==> src/rtl/updn_timer_pkg.sv <==
package updn_timer_pkg;

  localparam int CNT_W    = 8;
  localparam int NUM_TAPS = 7;
  localparam int SRC_W    = $clog2(NUM_TAPS + 1);

  // register addresses
  localparam logic [1:0] ADDR_CNT  = 2'd0;
  localparam logic [1:0] ADDR_MODE = 2'd1;
  localparam logic [1:0] ADDR_STS  = 2'd2;

  // mode register field positions
  localparam int MODE_AUTO   = 7;
  localparam int MODE_DIRPIN = 6;
  localparam int MODE_DOWN   = 5;
  localparam logic [7:0] MODE_FIXED_ONES = 8'h18;
  localparam logic [7:0] MODE_RESET      = 8'h18;

  // status register field positions
  localparam int STS_FLAG = 0;
  localparam int STS_EN   = 1;

  typedef struct packed {
    logic tick;      // count event this cycle
    logic countUp;   // direction of the step
    logic wrap;      // event is an overflow or underflow
    logic autoMode;  // reload on wrap
    logic loadBus;   // bus write to counter/reload
  } tmrStrobe_t;

endpackage

==> src/rtl/updn_timer_ctrl.sv <==
module updn_timer_ctrl
  import updn_timer_pkg::*;
#(
  parameter int WIDTH = CNT_W,
  parameter int TAPS  = NUM_TAPS
) (
  input  logic             clk,
  input  logic             rstN,
  input  logic             wrEn,
  input  logic [1:0]       addr,
  input  logic [7:0]       wrData,
  input  logic [TAPS-1:0]  cycTaps,
  input  logic             extCount,
  input  logic             extDir,
  input  logic [WIDTH-1:0] count,
  output tmrStrobe_t       strobe,
  output logic [7:0]       modeReg,
  output logic             flagReg,
  output logic             enableReg
);

  localparam int SEL_W = $clog2(TAPS + 1);
  localparam logic [WIDTH-1:0] CNT_MAX = {WIDTH{1'b1}};
  localparam logic [SEL_W-1:0] EXT_SEL = SEL_W'(TAPS);

  logic extSync1, extSync2, extPrev;
  logic dirSync1, dirSync2;
  logic extRise;
  logic modeWrite, stsWrite;
  logic selTick, countUp, atTerm, wrapNow;
  logic [SEL_W-1:0] srcSel;
  logic unusedStsBits;

  assign unusedStsBits = ^wrData[7:2];

  // two-flop synchronizers plus edge detector
  always_ff @(posedge clk or negedge rstN) begin
    if (!rstN) begin
      extSync1 <= 1'b0;
      extSync2 <= 1'b0;
      extPrev  <= 1'b0;
      dirSync1 <= 1'b0;
      dirSync2 <= 1'b0;
    end else begin
      extSync1 <= extCount;
      extSync2 <= extSync1;
      extPrev  <= extSync2;
      dirSync1 <= extDir;
      dirSync2 <= dirSync1;
    end
  end

  assign extRise = extSync2 & ~extPrev;

  assign modeWrite = wrEn && (addr == ADDR_MODE);
  assign stsWrite  = wrEn && (addr == ADDR_STS);

  assign srcSel = modeReg[SEL_W-1:0];

  // source selection
  always_comb begin
    selTick = 1'b0;
    for (int i = 0; i < TAPS; i++) begin
      if (srcSel == SEL_W'(i)) selTick = cycTaps[i];
    end
    if (srcSel == EXT_SEL) selTick = extRise;
  end

  // direction selection
  always_comb begin
    if (modeReg[MODE_DIRPIN]) countUp = ~dirSync2;
    else                      countUp = ~modeReg[MODE_DOWN];
  end

  assign atTerm  = countUp ? (count == CNT_MAX) : (count == '0);
  assign wrapNow = selTick && atTerm;

  always_comb begin
    strobe.tick     = selTick;
    strobe.countUp  = countUp;
    strobe.wrap     = wrapNow;
    strobe.autoMode = modeReg[MODE_AUTO];
    strobe.loadBus  = wrEn && (addr == ADDR_CNT);
  end

  // mode register
  always_ff @(posedge clk or negedge rstN) begin
    if (!rstN)          modeReg <= MODE_RESET;
    else if (modeWrite) modeReg <= wrData;
  end

  // status: flag and enable
  always_ff @(posedge clk or negedge rstN) begin
    if (!rstN) begin
      flagReg   <= 1'b0;
      enableReg <= 1'b0;
    end else begin
      if (stsWrite) enableReg <= wrData[STS_EN];
      if (wrapNow)
        flagReg <= 1'b1;
      else if (stsWrite && !wrData[STS_FLAG])
        flagReg <= 1'b0;
    end
  end


  flag_set_chk: assert property (@(posedge clk) disable iff (!rstN)
    strobe.wrap |=> flagReg);


  flag_clear_src_chk: assert property (@(posedge clk) disable iff (!rstN)
    $fell(flagReg) |-> $past(stsWrite && !wrData[STS_FLAG]));


  wrap_needs_tick_chk: assert property (@(posedge clk) disable iff (!rstN)
    strobe.wrap |-> strobe.tick);

endmodule

==> src/rtl/updn_timer_dp.sv <==
module updn_timer_dp
  import updn_timer_pkg::*;
#(
  parameter int WIDTH = CNT_W
) (
  input  logic             clk,
  input  logic             rstN,
  input  tmrStrobe_t       strobe,
  input  logic [WIDTH-1:0] wrData,
  output logic [WIDTH-1:0] count
);

  logic [WIDTH-1:0] reloadReg;
  logic [WIDTH-1:0] stepVal;

  assign stepVal = strobe.countUp ? count + WIDTH'(1) : count - WIDTH'(1);

  always_ff @(posedge clk or negedge rstN) begin
    if (!rstN) begin
      count     <= '0;
      reloadReg <= '0;
    end else if (strobe.loadBus) begin
      count     <= wrData;
      reloadReg <= wrData;
    end else if (strobe.tick) begin
      if (strobe.wrap && strobe.autoMode) count <= reloadReg;
      else                                count <= stepVal;
    end
  end


  bus_load_chk: assert property (@(posedge clk) disable iff (!rstN)
    strobe.loadBus |=> count == $past(wrData));


  reload_on_wrap_chk: assert property (@(posedge clk) disable iff (!rstN)
    (strobe.tick && strobe.wrap && strobe.autoMode && !strobe.loadBus)
      |=> count == $past(reloadReg));


  up_step_chk: assert property (@(posedge clk) disable iff (!rstN)
    (strobe.tick && strobe.countUp && !strobe.wrap && !strobe.loadBus)
      |=> count == $past(count) + WIDTH'(1));


  idle_hold_chk: assert property (@(posedge clk) disable iff (!rstN)
    (!strobe.tick && !strobe.loadBus) |=> $stable(count));

endmodule

==> src/rtl/updn_timer.sv <==
module updn_timer
  import updn_timer_pkg::*;
#(
  parameter int WIDTH = CNT_W,
  parameter int TAPS  = NUM_TAPS
) (
  input  logic            clk,
  input  logic            rstN,
  input  logic            wrEn,
  input  logic [1:0]      addr,
  input  logic [7:0]      wrData,
  output logic [7:0]      rdData,
  input  logic [TAPS-1:0] cycTaps,
  input  logic            extCount,
  input  logic            extDir,
  output logic            irqOut
);

  tmrStrobe_t       strobe;
  logic [WIDTH-1:0] count;
  logic [7:0]       modeReg;
  logic             flagReg;
  logic             enableReg;

  updn_timer_ctrl #(.WIDTH(WIDTH), .TAPS(TAPS)) u_ctrl (
    .clk       (clk),
    .rstN      (rstN),
    .wrEn      (wrEn),
    .addr      (addr),
    .wrData    (wrData),
    .cycTaps   (cycTaps),
    .extCount  (extCount),
    .extDir    (extDir),
    .count     (count),
    .strobe    (strobe),
    .modeReg   (modeReg),
    .flagReg   (flagReg),
    .enableReg (enableReg)
  );

  updn_timer_dp #(.WIDTH(WIDTH)) u_dp (
    .clk    (clk),
    .rstN   (rstN),
    .strobe (strobe),
    .wrData (wrData[WIDTH-1:0]),
    .count  (count)
  );

  always_comb begin
    unique case (addr)
      ADDR_CNT:  rdData = 8'(count);
      ADDR_MODE: rdData = modeReg | MODE_FIXED_ONES;
      ADDR_STS:  rdData = {6'b0, enableReg, flagReg};
      default:   rdData = 8'h00;
    endcase
  end

  assign irqOut = flagReg & enableReg;


  irq_needs_flag_chk: assert property (@(posedge clk) disable iff (!rstN)
    irqOut |-> flagReg);

endmodule

==> config.mk <==
export PLATFORM = sky130hd
export DESIGN_NAME = updn_timer
export DESIGN_NICKNAME = d
export VERILOG_FILES = /design/src/rtl/updn_timer_pkg.sv /design/src/rtl/updn_timer_ctrl.sv /design/src/rtl/updn_timer_dp.sv /design/src/rtl/updn_timer.sv
export SDC_FILE = /design/constraint.sdc
export NUM_CORES = 1
export LEC_CHECK = 0
export ABC_CLOCK_PERIOD_IN_PS = 2400
export BUFFER_PORTS_ARGS = -buffer_cell sky130_fd_sc_hd__buf_2
export CAP_MARGIN = 20
export CORE_MARGIN = 10
export CORE_UTILIZATION = 45
export CTS_CLUSTER_SIZE = 30
export DETAILED_ROUTE_END_ITERATION = 10
export PLACE_DENSITY_LB_ADDON = 0.08
export SLEW_MARGIN = 20
export SYNTH_ARGS = -nofsm -noshare
export SYNTH_HDL_FRONTEND = slang
export SYNTH_SLANG_ARGS = --single-unit
==> constraint.sdc <==
create_clock -name clk -period 2.4 [get_ports clk]
set_input_delay 0.12 -clock clk [delete_from_list [all_inputs] [get_ports clk]]
set_output_delay 0.12 -clock clk [all_outputs]
set_load 0.02 [all_outputs]
==> impl_metrics.json, run 1 <==
{
  "finalClockSkew_ps": 4.65,
  "synth-edff-count": 0,
  "min_from": "wrData[4]",
  "yosysMostFrequentCell": "dfrtp_1",
  "final_cells": 252,
  "hold_path_depth": 2,
  "ys_warn_count": 0,
  "cp.arrival_ps": 2530,
  "io_buffer_count": 30,
  "yosysTopAreaCellShare_pct": 42.2,
  "insertedDiodeCount": 0,
  "pre_cts_ws_ps": 41.1,
  "postSynthNetCount": 187,
  "htreeDepth": 2,
  "final_cell_area_um2": 2160,
  "finalMaxSlewViolations": 0,
  "drv_cap": 0,
  "critPathRequiredTime_ps": 2560,
  "ant_nets": 0,
  "rrSetupSlack_ps": 30,
  "synth-main-ff-cell": "dfrtp_1",
  "synth.area.top_cells": "dfrtp_1 42%, mux2_2 9.2%, mux2i_1 7.0%",
  "netlist_area_um2": 1720,
  "endpoint_kind": "register",
  "finalCritPeriodShare_pct": 98.9,
  "slew_headroom_pct": 55.9,
  "peakVddDrop_mv": 0.617,
  "clk_pin_slew_worst_paths_ps": 60,
  "cts_tree": "yes",
  "drive_above_1_share_pct": 36.3,
  "setup_viol": 0,
  "num_rows": 22,
  "die_x_um": 81.8,
  "synthToLayoutAreaGrowth_pct": 25.8,
  "dieHeight_um": 81.8,
  "dieArea_um2": 6690,
  "p_per_area_nw_per_um2": 1090,
  "worstMarginPinSlew_ps": 661,
  "max_freq_ghz": 0.421,
  "period_minus_slack_ps": 2370,
  "gp_congestion": 0.903,
  "finalHoldViolations": 0,
  "first_pass_iters": 4,
  "drc": 0,
  "syn_area_per_cell_um2": 10.9,
  "grt_use_total_pct": 13.8,
  "insertion_delay_ps": 280,
  "hold_path_class": "in2reg",
  "setup.worst_path.start_class": "register",
  "post-dp-hpwl_um": 3110,
  "place_area_um2": 1960,
  "start_util_pct": 46.6,
  "r2r_end": "u_dp.count[6]$_DFFE_PN0P_",
  "r2r-start": "u_ctrl.modeReg[6]$_DFFE_PN0P_",
  "yosysSeqAreaShare_pct": 42.2,
  "antenna_found_initial": 0,
  "grt_pass1_wl_um": 7010,
  "ff2ff_path_depth": 8,
  "wl_per_cell_um": 17.1,
  "async_flop_share_pct": 100,
  "worst-setup-path-type": "reg2reg",
  "via_count": 1372,
  "drt-initial-drc-count": 88,
  "outcome": "complete, no violations",
  "globalRouteOverflowTotal": 0,
  "wl_um": 4300,
  "worstHoldEndpoint": "u_dp.reloadReg[4]$_DFFE_PN0P_",
  "ys_top_cells_by_count": "29 x dfrtp_1, 14 x mux2_2, 13 x nor2_1, 13 x o21ai_0, 12 x mux2i_1",
  "grt_max_degree": 30,
  "syn_inst": 158,
  "root_buffer": "clkbuf_8",
  "yosysTopAreaCell": "dfrtp_1",
  "path_cells": "mux2_4 -> ha_1 -> nor2b_2 -> o31ai_2 -> a21bo_2 -> nand3_1 -> nor4b_1 -> or3_1",
  "clock-sinks": 29,
  "num_io_pins": 31,
  "holdWs_ps": 92.5,
  "startpoint": "u_ctrl.modeReg[6]$_DFFE_PN0P_",
  "coreArea_um2": 3690,
  "numCtsBuffers": 5,
  "rsz0062_at_grt": "yes",
  "nets": 232,
  "cpMaxStageDelayCell": "dfrtp_1",
  "cts_buffer_depth": 2,
  "power_leakage_nw": 0.966,
  "dp.cells": 238,
  "grt_pass1_vias": 1466,
  "ys_ff_latch": 29,
  "synth_cell_types": 43,
  "path_max_fanout": 5,
  "vias_per_cell": 5.44,
  "slowest_delay_ps": 440,
  "timing.final.ws_setup_ps": 27.4
}
-- cells in the final DEF, fill, tap and decap left out, drive strengths merged, types with 2 or more instances in the layout --
master,instances
nand4,2
nor2b,5
nand2,5
mux2i,13
nand3,3
nor2,14
nor4,2
ha,6
nor4b,2
buf,40
inv,8
clkbuf,6
mux2,16
a22oi,6
xnor2,4
dlygate4sd3,3
o21ai,14
a21oi,2
mux4,2
nor3,2
dfrtp,29
-- layout make-up --
class,count,area (um^2)
Fill cell,333,1530
Clock inverter,2,37.5
Tap cell,48,60.1
Sequential cell,29,726
Multi-Input combinational cell,116,972
Clock buffer,6,82.6
Timing Repair Buffer,43,255
Inverter,8,30.0
-- power by group --
part	internal [mW]	switching [mW]	leakage, nW
combinational	0.530	0.532	0.561
clock	0.337	0.201	0.0574
sequential	0.618	0.146	0.347
-- cells by family after synthesis --
family | count (synthesis) | share of synthesized area, %
compound gates | 32 | 12.2
fa+ha+maj | 7 | 5.53
flops | 29 | 42.2
buf+inv | 14 | 3.49
xor+xnor | 5 | 2.55
mux | 30 | 21.4
simple gates | 41 | 12.7
-- per-layer routing --
layer | track usage, % | part of all wire, % | up-vias
li1 | - | - | 670
met5 | 0 | 0 | -
met2 | 23.0 | 51 | 22
met1 | 16.1 | 42 | 675
met4 | 5.61 | 1.1 | 0
met3 | 4.26 | 5.4 | 5
-- worst max-delay path: cells and delay by family (launching register included) --
kind / cells / cell delay, ps
adders and majority gates: 1 / 290
DFF: 1 / 440
AOI/OAI and AO/OA: 2 / 400
muxes: 1 / 360
and+or+nand+nor: 4 / 760
-- what timing repair did --
action                                  4_1_cts  5_1_grt
endpoints found under the setup margin        1        2
gates cloned                                  0        1
gates resized for setup                       1        4
hold buffers                                  3        0
buffers inserted                              0        2
hold endpoints to repair                     31        0
pin swaps                                     0        0
-- how the worst max path moves through the flow --
stage                                 to  cells after the start
2_1_floorplan  u_dp.count[6]$_DFFE_PN0P_                      8
3_3_place_gp   u_dp.count[6]$_DFFE_PN0P_                      8
3_5_place_dp   u_dp.count[6]$_DFFE_PN0P_                      8
4_1_cts        u_dp.count[6]$_DFFE_PN0P_                      9
5_1_grt        u_dp.count[6]$_DFFE_PN0P_                      8
6_report       u_dp.count[6]$_DFFE_PN0P_                      8
-- per-stage QoR --
step | setup TNS (ps) | power [mW] | util (%)
final | 0 | 2.36 | 58.6
after CTS | 0 | 2.33 | 57.5
after global routing | -54.3 | 2.56 | 58.6
after detailed placement | 0 | 1.77 | 53.3
after floorplan | 0 | 1.49 | -
after global placement | 0 | 1.73 | 53.3
-- flip-flops by register name, indices dropped and copies added, names as in the netlist --
register	cells
u_dp.reloadReg	8
u_ctrl.extPrev	1
u_ctrl.flagReg	1
u_ctrl.modeReg	6
u_dp.count	8
u_ctrl.dirSync1	1
u_ctrl.enableReg	1
u_ctrl.extSync1	1
u_ctrl.extSync2	1
u_ctrl.dirSync2	1
Note: power is estimated with default switching activity, not from simulation.
==> run 2: changes to the inputs <==
ABC_AREA = 1   (was unset)
==> run 2 against run 1 <==
Effect of this change: sequential cell count unchanged; die area grew 3.5%; final cell count rose by 28%; setup slack improved by 260 ps; design area is 1.3% lower; non-clock buffer count fell by 9; global-route usage down 0.12 points; critical path depth rose by 2; worst hold slack got worse by 2.5 ps; critical endpoint unchanged.
==> impl_metrics.json, run 2 <==
{
  "yosysMostFrequentCell": "nand2_1",
  "path_max_fanout": 9,
  "synth-edff-count": 0,
  "drive_above_1_share_pct": 20.4,
  "numCtsBuffers": 5,
  "cts_buffer_depth": 2,
  "setup_viol": 0,
  "coreArea_um2": 3770,
  "endpoint_kind": "register",
  "cts_tree": "yes",
  "dieHeight_um": 83.2,
  "antenna_found_initial": 0,
  "final_cells": 322,
  "post-dp-hpwl_um": 3590,
  "syn_area_per_cell_um2": 7.62,
  "cp.depth": 10,
  "syn_inst": 236,
  "gp_congestion": 0.893,
  "power_leakage_nw": 1.11,
  "final_cell_mix": "56 x nand2_1, 31 x inv_1, 30 x buf_2, 29 x dfrtp_1, 25 x nand3_1",
  "dp.cells": 312,
  "outcome": "complete, no violations",
  "critPathRequiredTime_ps": 2570,
  "num_rows": 22,
  "num_io_pins": 31,
  "cpMaxStageDelayCell": "o21ai_2",
  "vias_per_cell": 5.12,
  "setup_tns_ps": 0,
  "clock-sinks": 29,
  "grt_max_degree": 30,
  "synth-main-ff-cell": "dfrtp_1",
  "finalHoldViolations": 0,
  "peakVddDrop_mv": 0.611,
  "finalMaxSlewViolations": 0,
  "slowest_delay_ps": 430,
  "hold_path_class": "in2reg",
  "crit_buf_inv": 2,
  "die_x_um": 83.2,
  "io_buffer_count": 30,
  "root_buffer": "clkbuf_8",
  "critPathTopFamily": "compound AO/OA/AOI/OAI gates",
  "grt_pass1_wl_um": 7980,
  "finalClockSkew_ps": 8.00,
  "ff2ff_path_depth": 10,
  "synth_cell_types": 31,
  "max_freq_ghz": 0.472,
  "synthToLayoutAreaGrowth_pct": 18.8,
  "crit_end": "u_dp.count[6]$_DFFE_PN0P_",
  "postSynthNetCount": 265,
  "drt-initial-drc-count": 138,
  "ctsResizeCount": 0,
  "via_count": 1650,
  "cp_common_cell": "nand2_1",
  "wl_per_cell_um": 14.2,
  "synth.area.top_cells": "dfrtp_1 40%, nand2_1 12%, nand3_1 7.0%",
  "ys_warn_count": 0,
  "num-fill-cells": 361,
  "ys_top_cells_by_count": "56 x nand2_1, 31 x inv_1, 29 x dfrtp_1",
  "slew_headroom_pct": 56.4,
  "startpoint": "u_ctrl.modeReg[6]$_DFFE_PN0P_",
  "finalCritPeriodShare_pct": 88.2,
  "netlist_area_um2": 1800,
  "r2r_end": "u_dp.count[6]$_DFFE_PN0P_",
  "ant_nets": 0,
  "p_per_area_nw_per_um2": 1140,
  "rrSetupSlack_ps": 280,
  "drc": 0,
  "insertion_delay_ps": 280,
  "nets": 303,
  "start_util_pct": 47.7,
  "htreeDepth": 2,
  "rsz0062_at_grt": "no",
  "final_cell_area_um2": 2140,
  "drv_cap": 0,
  "setup.worst_path.start_class": "register",
  "period_minus_slack_ps": 2120,
  "cp.arrival_ps": 2280,
  "worst-setup-path-type": "reg2reg",
  "wl_um": 4580,
  "path_cells": "o21ai_2 -> inv_2 -> fa_1 -> inv_1 -> nand4_1 -> o211ai_1 -> xnor2_1 -> nand2_1 -> nand3_1 -> nand2_1",
  "post-cts-setup-buffers": 0,
  "dieArea_um2": 6920,
  "worstMarginPinSlew_ps": 653,
  "yosysTopAreaCellShare_pct": 40.4,
  "yosysSeqAreaShare_pct": 40.4,
  "grt_use_total_pct": 13.7,
  "first_pass_iters": 4,
  "layout_commonest_cell": "nand2_1",
  "async_flop_share_pct": 100,
  "reg_top3": "u_dp.count x8, u_dp.reloadReg x8, u_ctrl.modeReg x6",
  "r2r-start": "u_ctrl.modeReg[6]$_DFFE_PN0P_",
  "yosysTopAreaCell": "dfrtp_1",
  "ys_ff_latch": 29,
  "insertedDiodeCount": 0,
  "clk_pin_slew_worst_paths_ps": 60,
  "grt_pass1_vias": 1690,
  "cts_hold_buffers": 3,
  "globalRouteOverflowTotal": 0,
  "place_area_um2": 2000
}
## run 2: how the worst min path moves through the flow
stage / from / endpoint / slack (ps) / depth (start not counted)
6_report: wrData[5] / u_dp.count[5]$_DFFE_PN0P_ / 90 / 3
4_1_cts: wrData[5] / u_dp.count[5]$_DFFE_PN0P_ / 80 / 3
3_3_place_gp: rstN / u_ctrl.dirSync1$_DFF_PN0_ / 190 / 1
3_5_place_dp: rstN / u_dp.reloadReg[0]$_DFFE_PN0P_ / 190 / 1
5_1_grt: wrData[6] / u_ctrl.modeReg[6]$_DFFE_PN0P_ / 110 / 3
2_1_floorplan: rstN / u_ctrl.dirSync1$_DFF_PN0_ / -180 / 0
## run 2: final cells by class
type / instances / area [um^2] / area share, %
Multi-Input combinational cell: 168 / 918 / 43.0
Sequential cell: 29 / 726 / 34.0
Timing Repair Buffer: 34 / 188 / 8.79
Inverter: 36 / 140 / 6.56
Clock buffer: 5 / 68.8 / 3.22
Tap cell: 48 / 60.1 / 2.81
Clock inverter: 2 / 35.0 / 1.64
## run 2: power breakdown
| group | total (mW) | switching (mW) | internal, mW |
|---|---|---|---|
| combinational | 1.19 | 0.700 | 0.488 |
| clock | 0.485 | 0.184 | 0.301 |
| sequential | 0.765 | 0.151 | 0.614 |
| total | 2.44 | 1.04 | 1.40 |
## run 2: through the flow
step	total power, mW	hold slack [ps]	setup slack, ps	util (%)
finish	2.44	90.0	283	56.6
CTS	2.45	83.6	281	56.6
floorplan	1.66	-176	497	-
detailed placement	1.95	187	296	53.1
global placement	1.95	190	346	53.1
global route	2.66	109	15.1	56.6
## run 2: cells by family (layout without fill, tap and decap cells)
kind of cell / count (synthesis) / in the layout / share of synthesized area, %
adders and majority gates: 7 / 7 / 5.29
buffers and inverters: 39 / 77 / 8.56
AOI/OAI and AO/OA: 39 / 39 / 12.9
xor gates and xnor gates: 6 / 6 / 2.92
DFF: 29 / 29 / 40.4
and+or+nand+nor: 116 / 116 / 30.0
## run 2: tightest hold or removal path: cells and delay by family
kind / cells / cell delay, ps
simple gates: 2 / 130
buf+inv: 1 / 80
## run 2: routing by layer
layer	part of all wire (%)	vias up	GRT usage (%)
met4	1.3	0	5.38
met3	4.9	6	3.91
li1	-	841	-
met5	0	-	0
met2	44	32	20.5
met1	50	771	17.9
